`config.mk`:
```
export PLATFORM = sky130hd
export DESIGN_NAME = adc_seq_ctrl
export DESIGN_NICKNAME = d
export VERILOG_FILES = /design/src/rtl/adc_seq_pkg.sv /design/src/rtl/adc_seq_timer.sv /design/src/rtl/adc_seq_shift.sv /design/src/rtl/adc_seq_fmt.sv /design/src/rtl/adc_seq_ctrl.sv
export SDC_FILE = /design/constraint.sdc
export NUM_CORES = 1
export LEC_CHECK = 0
export BUFFER_PORTS_ARGS = -buffer_cell sky130_fd_sc_hd__clkbuf_2
export CAP_MARGIN = 5
export CORE_ASPECT_RATIO = 0.8
export CORE_MARGIN = 5
export CORE_UTILIZATION = 50
export DETAILED_ROUTE_END_ITERATION = 8
export PLACE_DENSITY = 0.75
export SLEW_MARGIN = 40
export SYNTH_ARGS = -nofsm -noshare
export SYNTH_HDL_FRONTEND = slang
export SYNTH_SLANG_ARGS = --single-unit
export TNS_END_PERCENT = 50
```
`constraint.sdc`:
```
create_clock -name clk -period 2.32 [get_ports clk]
set_clock_uncertainty 0.2 [all_clocks]
set_input_delay 0.116 -clock clk [delete_from_list [all_inputs] [get_ports clk]]
set_output_delay 0.116 -clock clk [all_outputs]
set_load 0.01 [all_outputs]
```
`src/rtl/adc_seq_pkg.sv`:
```
package adc_seq_pkg;

    typedef enum logic [2:0] {
        S_IDLE,
        S_SEL_HI,
        S_SEL_LO,
        S_TRACK,
        S_CONV,
        S_SCK_LO,
        S_SCK_HI,
        S_DONE
    } seq_state_e;

endpackage

```
`src/rtl/adc_seq_timer.sv`:
```
module adc_seq_timer #(
    parameter int TW = 8
) (
    input  logic          clk,
    input  logic          rst_n,
    input  logic          ld_i,
    input  logic [TW-1:0] ld_val_i,
    output logic          zero_o
);

    logic [TW-1:0] cnt_q;

    always_ff @(posedge clk or negedge rst_n) begin
        if (!rst_n) begin
            cnt_q <= '0;
        end else if (ld_i) begin
            cnt_q <= ld_val_i;
        end else if (cnt_q != '0) begin
            cnt_q <= cnt_q - 1'b1;
        end
    end

    assign zero_o = (cnt_q == '0);

endmodule

```
`src/rtl/adc_seq_shift.sv`:
```
module adc_seq_shift #(
    parameter int NBITS = 12
) (
    input  logic             clk,
    input  logic             rst_n,
    input  logic             clr_i,
    input  logic             smp_i,
    input  logic             bit_i,
    output logic [NBITS-1:0] data_o,
    output logic             full_o
);

    localparam int CW = $clog2(NBITS + 1);

    logic [NBITS-1:0] sh_q;
    logic [CW-1:0]    cnt_q;

    always_ff @(posedge clk or negedge rst_n) begin
        if (!rst_n) begin
            sh_q  <= '0;
            cnt_q <= '0;
        end else if (clr_i) begin
            sh_q  <= '0;
            cnt_q <= '0;
        end else if (smp_i) begin
            sh_q  <= {sh_q[NBITS-2:0], bit_i};
            cnt_q <= cnt_q + 1'b1;
        end
    end

    assign data_o = sh_q;
    assign full_o = (cnt_q == CW'(NBITS));

endmodule

```
`src/rtl/adc_seq_fmt.sv`:
```
module adc_seq_fmt #(
    parameter int NBITS = 12,
    parameter int EXT_W = 16
) (
    input  logic             clk,
    input  logic             rst_n,
    input  logic             cap_i,
    input  logic             alt_i,
    input  logic [NBITS-1:0] data_i,
    output logic [NBITS-1:0] result_o,
    output logic [EXT_W-1:0] ext_o,
    output logic             alt_o
);

    logic [EXT_W-1:0] ext_d;

    assign ext_d[NBITS-1:0] = data_i;

    for (genvar g = NBITS; g < EXT_W; g++) begin : g_ext
        assign ext_d[g] = alt_i & data_i[NBITS-1];
    end

    always_ff @(posedge clk or negedge rst_n) begin
        if (!rst_n) begin
            result_o <= '0;
            ext_o    <= '0;
            alt_o    <= 1'b0;
        end else if (cap_i) begin
            result_o <= data_i;
            ext_o    <= ext_d;
            alt_o    <= alt_i;
        end
    end

endmodule

```
`src/rtl/adc_seq_ctrl.sv`:
```
module adc_seq_ctrl
    import adc_seq_pkg::*;
#(
    parameter int NBITS    = 12,
    parameter int EXT_W    = 16,
    parameter int SEL_CYC  = 4,
    parameter int ACQ_CYC  = 175,
    parameter int CONV_CYC = 463,
    parameter int HALF_CYC = 8
) (
    input  logic             clk,
    input  logic             rst_n,
    input  logic             req_i,
    input  logic             sel_alt_i,
    input  logic             sdata_i,
    output logic             start_o,
    output logic             sclk_o,
    output logic [NBITS-1:0] result_o,
    output logic [EXT_W-1:0] ext_o,
    output logic             alt_o,
    output logic             done_o,
    output logic             busy_o
);

    localparam int M_A     = (SEL_CYC > ACQ_CYC) ? SEL_CYC : ACQ_CYC;
    localparam int M_B     = (CONV_CYC > HALF_CYC) ? CONV_CYC : HALF_CYC;
    localparam int MAX_CYC = (M_A > M_B) ? M_A : M_B;
    localparam int TW      = $clog2(MAX_CYC + 1);

    seq_state_e       state_q, state_d;
    logic             sel_q;
    logic             tmr_ld, tmr_zero;
    logic [TW-1:0]    tmr_val;
    logic             smp, clr, cap, full;
    logic [NBITS-1:0] shift_data;

    // state register
    always_ff @(posedge clk or negedge rst_n) begin
        if (!rst_n) begin
            state_q <= S_IDLE;
            sel_q   <= 1'b0;
        end else begin
            state_q <= state_d;
            if (state_q == S_IDLE && req_i) begin
                sel_q <= sel_alt_i;
            end
        end
    end

    // next state and phase timer loads
    always_comb begin
        state_d = state_q;
        tmr_ld  = 1'b0;
        tmr_val = '0;
        smp     = 1'b0;
        clr     = 1'b0;
        cap     = 1'b0;
        unique case (state_q)
            S_IDLE: begin
                if (req_i) begin
                    clr    = 1'b1;
                    tmr_ld = 1'b1;
                    if (sel_alt_i) begin
                        state_d = S_SEL_HI;
                        tmr_val = TW'(SEL_CYC - 1);
                    end else begin
                        state_d = S_TRACK;
                        tmr_val = TW'(ACQ_CYC - 1);
                    end
                end
            end
            S_SEL_HI: begin
                if (tmr_zero) begin
                    state_d = S_SEL_LO;
                    tmr_ld  = 1'b1;
                    tmr_val = TW'(SEL_CYC - 1);
                end
            end
            S_SEL_LO: begin
                if (tmr_zero) begin
                    state_d = S_TRACK;
                    tmr_ld  = 1'b1;
                    tmr_val = TW'(ACQ_CYC - 1);
                end
            end
            S_TRACK: begin
                if (tmr_zero) begin
                    state_d = S_CONV;
                    tmr_ld  = 1'b1;
                    tmr_val = TW'(CONV_CYC - 1);
                end
            end
            S_CONV: begin
                if (tmr_zero) begin
                    state_d = S_SCK_LO;
                    tmr_ld  = 1'b1;
                    tmr_val = TW'(HALF_CYC - 1);
                end
            end
            S_SCK_LO: begin
                if (tmr_zero) begin
                    smp     = 1'b1;
                    state_d = S_SCK_HI;
                    tmr_ld  = 1'b1;
                    tmr_val = TW'(HALF_CYC - 1);
                end
            end
            S_SCK_HI: begin
                if (tmr_zero) begin
                    if (full) begin
                        cap     = 1'b1;
                        state_d = S_DONE;
                    end else begin
                        state_d = S_SCK_LO;
                        tmr_ld  = 1'b1;
                        tmr_val = TW'(HALF_CYC - 1);
                    end
                end
            end
            S_DONE: begin
                state_d = S_IDLE;
            end
            default: state_d = S_IDLE;
        endcase
    end

    // outputs
    always_comb begin
        start_o = (state_q == S_SEL_HI) || (state_q == S_TRACK);
        sclk_o  = (state_q == S_SCK_HI);
        done_o  = (state_q == S_DONE);
        busy_o  = (state_q != S_IDLE);
    end

    adc_seq_timer #(.TW(TW)) u_timer (
        .clk      (clk),
        .rst_n    (rst_n),
        .ld_i     (tmr_ld),
        .ld_val_i (tmr_val),
        .zero_o   (tmr_zero)
    );

    adc_seq_shift #(.NBITS(NBITS)) u_shift (
        .clk    (clk),
        .rst_n  (rst_n),
        .clr_i  (clr),
        .smp_i  (smp),
        .bit_i  (sdata_i),
        .data_o (shift_data),
        .full_o (full)
    );

    adc_seq_fmt #(.NBITS(NBITS), .EXT_W(EXT_W)) u_fmt (
        .clk      (clk),
        .rst_n    (rst_n),
        .cap_i    (cap),
        .alt_i    (sel_q),
        .data_i   (shift_data),
        .result_o (result_o),
        .ext_o    (ext_o),
        .alt_o    (alt_o)
    );

endmodule

```
==> results of run 1 <==
cells by family (layout without fill, tap and decap cells):
kind of cell / after synthesis / after routing / share of synthesized area, %
mux: 27 / 27 / 13.2
simple gates: 60 / 60 / 14.5
buf+inv: 34 / 75 / 9.76
fa+ha+maj: 3 / 3 / 1.73
compound gates: 27 / 27 / 7.91
xor+xnor: 8 / 8 / 3.23
flops: 43 / 43 / 49.7
state kept, by name, summed over array words and instances, names as in the netlist:
name and count:
u_fmt.ext_o 13, u_shift.data_o 12, u_timer.cnt_q 9, u_shift.cnt_q 4, state_q 3, sel_q 1
u_fmt.alt_o 1
what timing repair did:
| action | CTS | global route |
|---|---|---|
| setup endpoints to repair | 0 | 26 |
| resized for setup | 0 | 6 |
| hold buffers | 4 | 0 |
| hold endpoints to repair | 45 | 0 |
| setup buffers | 0 | 2 |
path summary, 6_finish.rpt:
check,to,slack (ns),depth (start not counted)
worst min register to register,u_fmt.alt_o,0.33,1
worst min-delay path,sel_q,0.07,4
worst max register to register,u_fmt.ext_o[1],0.04,6
worst max-delay path,u_fmt.ext_o[1],0.04,6
max in group asynchronous,u_timer.cnt_q[3],1.18,3
min in group asynchronous,u_fmt.ext_o[10],0.14,3
power groups by stage:
stage | registers, mW | clock network, mW | logic (mW)
floorplan | 0.764 | 0 | 0.00124
global placement | 0.764 | 0 | 0.0225
finish | 0.749 | 0.579 | 0.0273
detailed placement | 0.764 | 0 | 0.0228
global route | 0.749 | 0.619 | 0.0322
CTS | 0.749 | 0.593 | 0.0282
worst max-delay path: stages (launching register included):
cell and delay (ns):
dfrtp_1 0.41, inv_2 0.10, ha_4 0.15, or4b_4 0.54, nor4_4 0.23, buf_6 0.20
mux2_2 0.34
final cells by class:
cell class	instances	area [um2]
Fill cell	335	1580
Sequential cell	43	1080
Multi-Input combinational cell	125	932
Timing Repair Buffer	57	365
Tap cell	57	71.3
Clock buffer	5	68.8
Clock inverter	3	43.8
Inverter	10	37.5
layer usage:
| metal | routed length [um] | vias up |
|---|---|---|
| met3 | 224 | 9 |
| li1 | - | 761 |
| met4 | 74 | 0 |
| met1 | 2140 | 747 |
| met2 | 1860 | 44 |
| met5 | 0 | - |
per-stage QoR:
step	cells	power (mW)	util (%)	TNS, ns
6_report	300	1.35	62.1	0
5_1_grt	300	1.40	62.1	-0.118
4_1_cts	298	1.37	61.2	0
3_5_place_dp	286	0.786	57.5	0
3_3_place_gp	286	0.786	57.5	0
2_1_floorplan	202	0.765	-	-0.264
cell usage in the layout (no fill, tap or decap), types with 5 or more instances in the layout:
master    instances
dfrtp_1          43
clkbuf_2         37
nor2_1           24
mux2i_1          14
buf_4            13
nand2_1          11
o21ai_0          10
inv_1             8
mux2_4            8
nor3_1            5
xnor2_1           5
mux2_2            5
clkbuf_8          5
==> flow_metrics.env, run 1 <==
export IMPL_status="completed"
export IMPL_netlist_area_leader_share_pct=49.7
export IMPL_dieArea_um2=5760
export IMPL_avgSynthCellArea_um2=10.7
export IMPL_ys_warn_count=0
export IMPL_use_met2_pct=24.7
export IMPL_final_setup_viol_count=0
export IMPL_yosysUniqueCellTypes=40
export IMPL_die_w_um=83.6
export IMPL_required_ns=2.30
export IMPL_use_met1_pct=21.7
export IMPL_path_clk_slew_ns=0.08
export IMPL_p_int_mw=1.08
export IMPL_synth_most_common_cell="dfrtp_1"
export IMPL_min_from="req_i"
export IMPL_place_congestion=0.897
export IMPL_p_sw_share_pct=20.4
export IMPL_post_dp_cell_area_um2=2400
export IMPL_switchingPower_uw=276
export IMPL_grtUsageTotal_pct=16.1
export IMPL_ys_async_sr_fraction_pct=100
export IMPL_grt_overflow_total=0
export IMPL_diodes=0
export IMPL_fin_area_um2=2590
export IMPL_netlist_top_cells_count="dfrtp_1, nor2_1, buf_4"
export IMPL_cts_root_buf="clkbuf_8"
export IMPL_antenna_found_initial=0
export IMPL_cp_end_kind="flip-flop"
export IMPL_drv_cap=0
export IMPL_timing_final_crit_period_ns=2.28
export IMPL_min_path_type="in -> reg"
export IMPL_synth_cells=202
export IMPL_synthFlopType="dfrtp_1"
export IMPL_numCtsBuffers=5
export IMPL_yosysTopAreaCell="dfrtp_1"
export IMPL_fp_dieH_um=68.9
export IMPL_start_kind="flip-flop"
export IMPL_drt_iter0_drc=150
export IMPL_antenna_left=0
export IMPL_finalHoldViolCount=0
export IMPL_seq_power_share_pct=55.3
export IMPL_powerDensity_nw_per_um2=522
export IMPL_dp_slack_ns=0.0103
export IMPL_hold_ws_ns=0.0662
export IMPL_worstSetupPathType="reg -> reg"
export IMPL_clock_fmax_mhz=439
export IMPL_setup_slack_ns=0.0438
export IMPL_grt_pass1_wl_um=7180
export IMPL_core_um2=4180
export IMPL_start_util_pct=51.9
export IMPL_grt_busiest_layer="met2"
export IMPL_vias=1561
export IMPL_pin_count=38
export IMPL_grt_pass1_vias=1464
export IMPL_peakVddDrop_mv=0.286
export IMPL_dpl_hpwl_um=3120
export IMPL_seq_area_frac_synth_pct=49.7
export IMPL_synth_seq_cells=43
export IMPL_pwr_share_comb_pct=2.0
export IMPL_drt_pre_antenna_iters=4
export IMPL_timing_slew_headroom_pct=73.8
export IMPL_cp_arrival_ns=2.26
export IMPL_cts_tree="done"
export IMPL_area_growth_pct=19.7
export IMPL_timing_rr_start="u_timer.cnt_q[0]"
export IMPL_power_frac_clock_pct=42.7
export IMPL_nNetsFinal=250
export IMPL_tightestPinTransition_ns=0.390
export IMPL_drive_gt1_share_pct=33.3
export IMPL_clkSinkCount=43
export IMPL_min_period_over_period_pct=98.1
export IMPL_viasPerCell=5.20
export IMPL_grtUsageMet3_pct=3.80
export IMPL_synth_cell_area_um2=2170
export IMPL_syn_num_nets=210
export IMPL_p_leak_nw=1.21
export IMPL_drt_wl_total_um=4300
export IMPL_grt_max_degree=25
export IMPL_yosys_top_cells_area="dfrtp_1, mux2_2, mux2i_1, buf_4, nor2_1"
export IMPL_io_buffer_count=37
export IMPL_routedWlPerCell_um=14.3
export IMPL_drc=0
export IMPL_clock_latency_ns=0.30
export IMPL_htreeDepth=2
export IMPL_cp_max_fo=7
export IMPL_rows=21
export IMPL_slew_violations=0
export IMPL_critPathLaunch="u_timer.cnt_q[0]"
export IMPL_synth_edff_count=0
export IMPL_clk_path_buf_depth=2
(Power assumes the default switching activity.)
==> inputs of run 2 (changes only) <==
Settings changed: CORE_UTILIZATION 50 to 51, CTS_BUF_LIST from default to sky130_fd_sc_hd__clkbuf_16, PLACE_DENSITY 0.75 to 0.76, SYNTH_HIERARCHICAL from default to 1.
==> flow_metrics.env, run 2 <==
export IMPL_status="complete, but fails checks"
export IMPL_violations="setup timing"
export IMPL_routedWlPerCell_um=17.0
export IMPL_timing_final_crit_period_ns=2.59
export IMPL_synth_cell_area_um2=2390
export IMPL_mostFrequentLayoutCells="dfrtp_1, clkbuf_2, buf_4"
export IMPL_avgSynthCellArea_um2=11.3
export IMPL_diodes=0
export IMPL_layout_commonest_cell="dfrtp_1"
export IMPL_yosysTopAreaCell="dfrtp_1"
export IMPL_grt_overflow_total=0
export IMPL_switchingPower_uw=730
export IMPL_grtUsageTotal_pct=18.4
export IMPL_netlist_area_leader_share_pct=45.1
export IMPL_setup_slack_ns=-0.273
export IMPL_start_kind="flip-flop"
export IMPL_ys_async_sr_fraction_pct=100
export IMPL_clk_path_buf_depth=2
export IMPL_final_setup_viol_count=34
export IMPL_path_clk_slew_ns=0.07
export IMPL_timing_rr_start="u_timer/cnt_q[0]"
export IMPL_largest_register_ffs=13
export IMPL_netlist_top_cells_count="dfrtp_1, nor2_1, buf_4"
export IMPL_p_leak_nw=1.44
export IMPL_final_cells=333
export IMPL_crit_chain="inv_2 -> ha_2 -> or4b_4 -> or2_4 -> inv_8 -> nand2b_4 -> nor2_4 -> clkbuf_16 -> mux2i_1 -> nor2_1"
export IMPL_r2r_cells=10
export IMPL_reg2reg_slack_ns=-0.27
export IMPL_required_ns=2.30
export IMPL_dp_slack_ns=-0.174
export IMPL_drc=0
export IMPL_grt_max_degree=20
export IMPL_antenna_left=0
export IMPL_grt_busiest_layer="met2"
export IMPL_yosysUniqueCellTypes=58
export IMPL_nNetsFinal=280
export IMPL_drive_gt1_share_pct=51.3
export IMPL_grtUsageMet3_pct=3.49
export IMPL_min_period_over_period_pct=112
export IMPL_core_um2=4570
export IMPL_synth_cells=211
export IMPL_rows=22
export IMPL_cts_root_buf="clkbuf_16"
export IMPL_drv_cap=0
export IMPL_syn_num_nets=219
export IMPL_cts_tree="done"
export IMPL_area_growth_pct=31.0
export IMPL_critPathMaxStageDelay_ns=0.46
export IMPL_synth_most_common_cell="dfrtp_1"
export IMPL_cp_end_kind="flip-flop"
export IMPL_synth_edff_count=0
export IMPL_cp_max_fo=7
export IMPL_synthFlopType="dfrtp_1"
export IMPL_cp_arrival_ns=2.57
export IMPL_power_frac_clock_pct=29.9
export IMPL_grt_pass1_wl_um=8900
export IMPL_viasPerCell=5.48
export IMPL_seq_area_frac_synth_pct=45.1
export IMPL_max_flop_register="u_fmt/ext_o"
export IMPL_slew_violations=0
export IMPL_ys_warn_count=6
export IMPL_dieArea_um2=6160
export IMPL_cp_slowest_cell="or4b_4"
export IMPL_drt_iter0_drc=125
export IMPL_peakVddDrop_mv=0.430
export IMPL_use_met1_pct=24.9
export IMPL_place_inst=311
export IMPL_powerDensity_nw_per_um2=762
export IMPL_clkSinkCount=43
export IMPL_drt_wl_total_um=5650
export IMPL_rsz0062_at_grt="yes"
export IMPL_finalPower_mw=2.38
export IMPL_vias=1825
export IMPL_synth_seq_cells=43
export IMPL_fin_setup_tns_ns=-5.01
export IMPL_yosys_top_cells_area="dfrtp_1, mux2_4, mux2i_1, buf_4, nor2_1"
export IMPL_clock_latency_ns=0.29
export IMPL_io_buffer_count=37
export IMPL_pwr_share_comb_pct=31.2
export IMPL_htreeDepth=2
export IMPL_final_util_pct=68.4
export IMPL_start_util_pct=52.2
export IMPL_clock_fmax_mhz=386
export IMPL_r2r_end="u_shift/data_o[7]"
export IMPL_use_met2_pct=29.4
export IMPL_pin_count=38
export IMPL_min_path_type="in -> async"
export IMPL_p_sw_share_pct=30.7
export IMPL_fp_dieH_um=71.2
export IMPL_finalHoldViolCount=0
export IMPL_drt_pre_antenna_iters=4
export IMPL_numCtsBuffers=5
export IMPL_die_w_um=86.5
export IMPL_dpl_hpwl_um=3620
export IMPL_place_congestion=0.879
export IMPL_grt_pass1_vias=1804
export IMPL_worstSetupPathType="reg -> reg"
export IMPL_p_int_mw=1.65
export IMPL_seq_power_share_pct=38.9
export IMPL_antenna_found_initial=0
## run 2: cell count changes in the layout (fill, tap and decap cells not counted), moves of 5 or more
cell | before | now
o21ai_0 | 10 | 4
clkbuf_16 | 0 | 6
nor2_1 | 24 | 19
clkbuf_8 | 5 | 0
nand2_1 | 11 | 5
buf_4 | 13 | 32
mux2_4 | 8 | 14
## run 2: power groups by stage
stage                     combinational, mW  clock (mW)  sequential [mW]
after floorplan                       0.347           0            0.955
after global placement                0.597           0            0.931
after detailed placement              0.619           0            0.934
after CTS                             0.669       0.723            0.922
after global routing                  0.810       0.756            0.939
final                                 0.744       0.711            0.926
## run 2: cell type report
cell class / instances / area [um2]
fillers: 312 / 1440
clock inverters: 3 / 23.8
well taps: 60 / 75.1
clock buffers: 5 / 125
flip-flops and latches: 43 / 1080
multi-input cells: 131 / 1170
inverters: 9 / 43.8
repair buffers: 82 / 614
## run 2: cells by family after synthesis
family	after synthesis	synth area share, %
AO/OA/AOI/OAI	32	11.0
multiplexers	28	13.9
AND/OR/NAND/NOR	63	15.7
flip-flops	43	45.1
other	1	0.157
buffers and inverters	37	11.1
XOR/XNOR	4	1.47
adder cells (fa/ha/maj)	3	1.57
## run 2: worst max path at each step
stage	from	to	slack, ns	cells past startpoint
6_report	u_timer/cnt_q[0]	u_shift/data_o[7]	-0.27	10
5_1_grt	u_timer/cnt_q[0]	u_shift/data_o[7]	-0.36	10
4_1_cts	u_timer/cnt_q[1]	u_fmt/ext_o[1]	-0.16	8
3_5_place_dp	u_timer/cnt_q[0]	u_shift/data_o[11]	-0.17	10
3_3_place_gp	u_timer/cnt_q[1]	u_fmt/ext_o[11]	-0.11	8
2_1_floorplan	u_timer/cnt_q[0]	u_fmt/ext_o[2]	-0.35	11
## run 2: per-layer routing
metal / vias to the layer above / wire length, um / part of all wire [%]
met2: 34 / 2770 / 49
met5: - / 0 / 0
met1: 935 / 2600 / 46
met4: 0 / 72 / 1.3
met3: 7 / 213 / 3.8
li1: 849 / - / -
## run 2: what timing repair did
item                                    in CTS  in global routing
pin swaps                                   11                  9
endpoints found under the setup margin      36                 41
resized for setup                           20                 17
setup buffers                                3                  5
cloned                                       1                  1
endpoints found under the hold margin       46                  0
hold buffers                                 4                  0
## run 2: worst max-delay path, delay by kind of cell (launching register included)
kind | cells | cell delay, ns
fa+ha+maj | 1 | 0.17
buf+inv | 3 | 0.36
flops | 1 | 0.39
mux | 1 | 0.25
simple gates | 5 | 1.12
## run 2: through the flow
stage          cell area [um2]  hold WS, ns
3_5_place_dp              2690       -0.118
2_1_floorplan             2440       -0.380
6_report                  3130       0.0956
5_1_grt                   3130        0.148
4_1_cts                   2990        0.119
3_3_place_gp              2690       -0.123
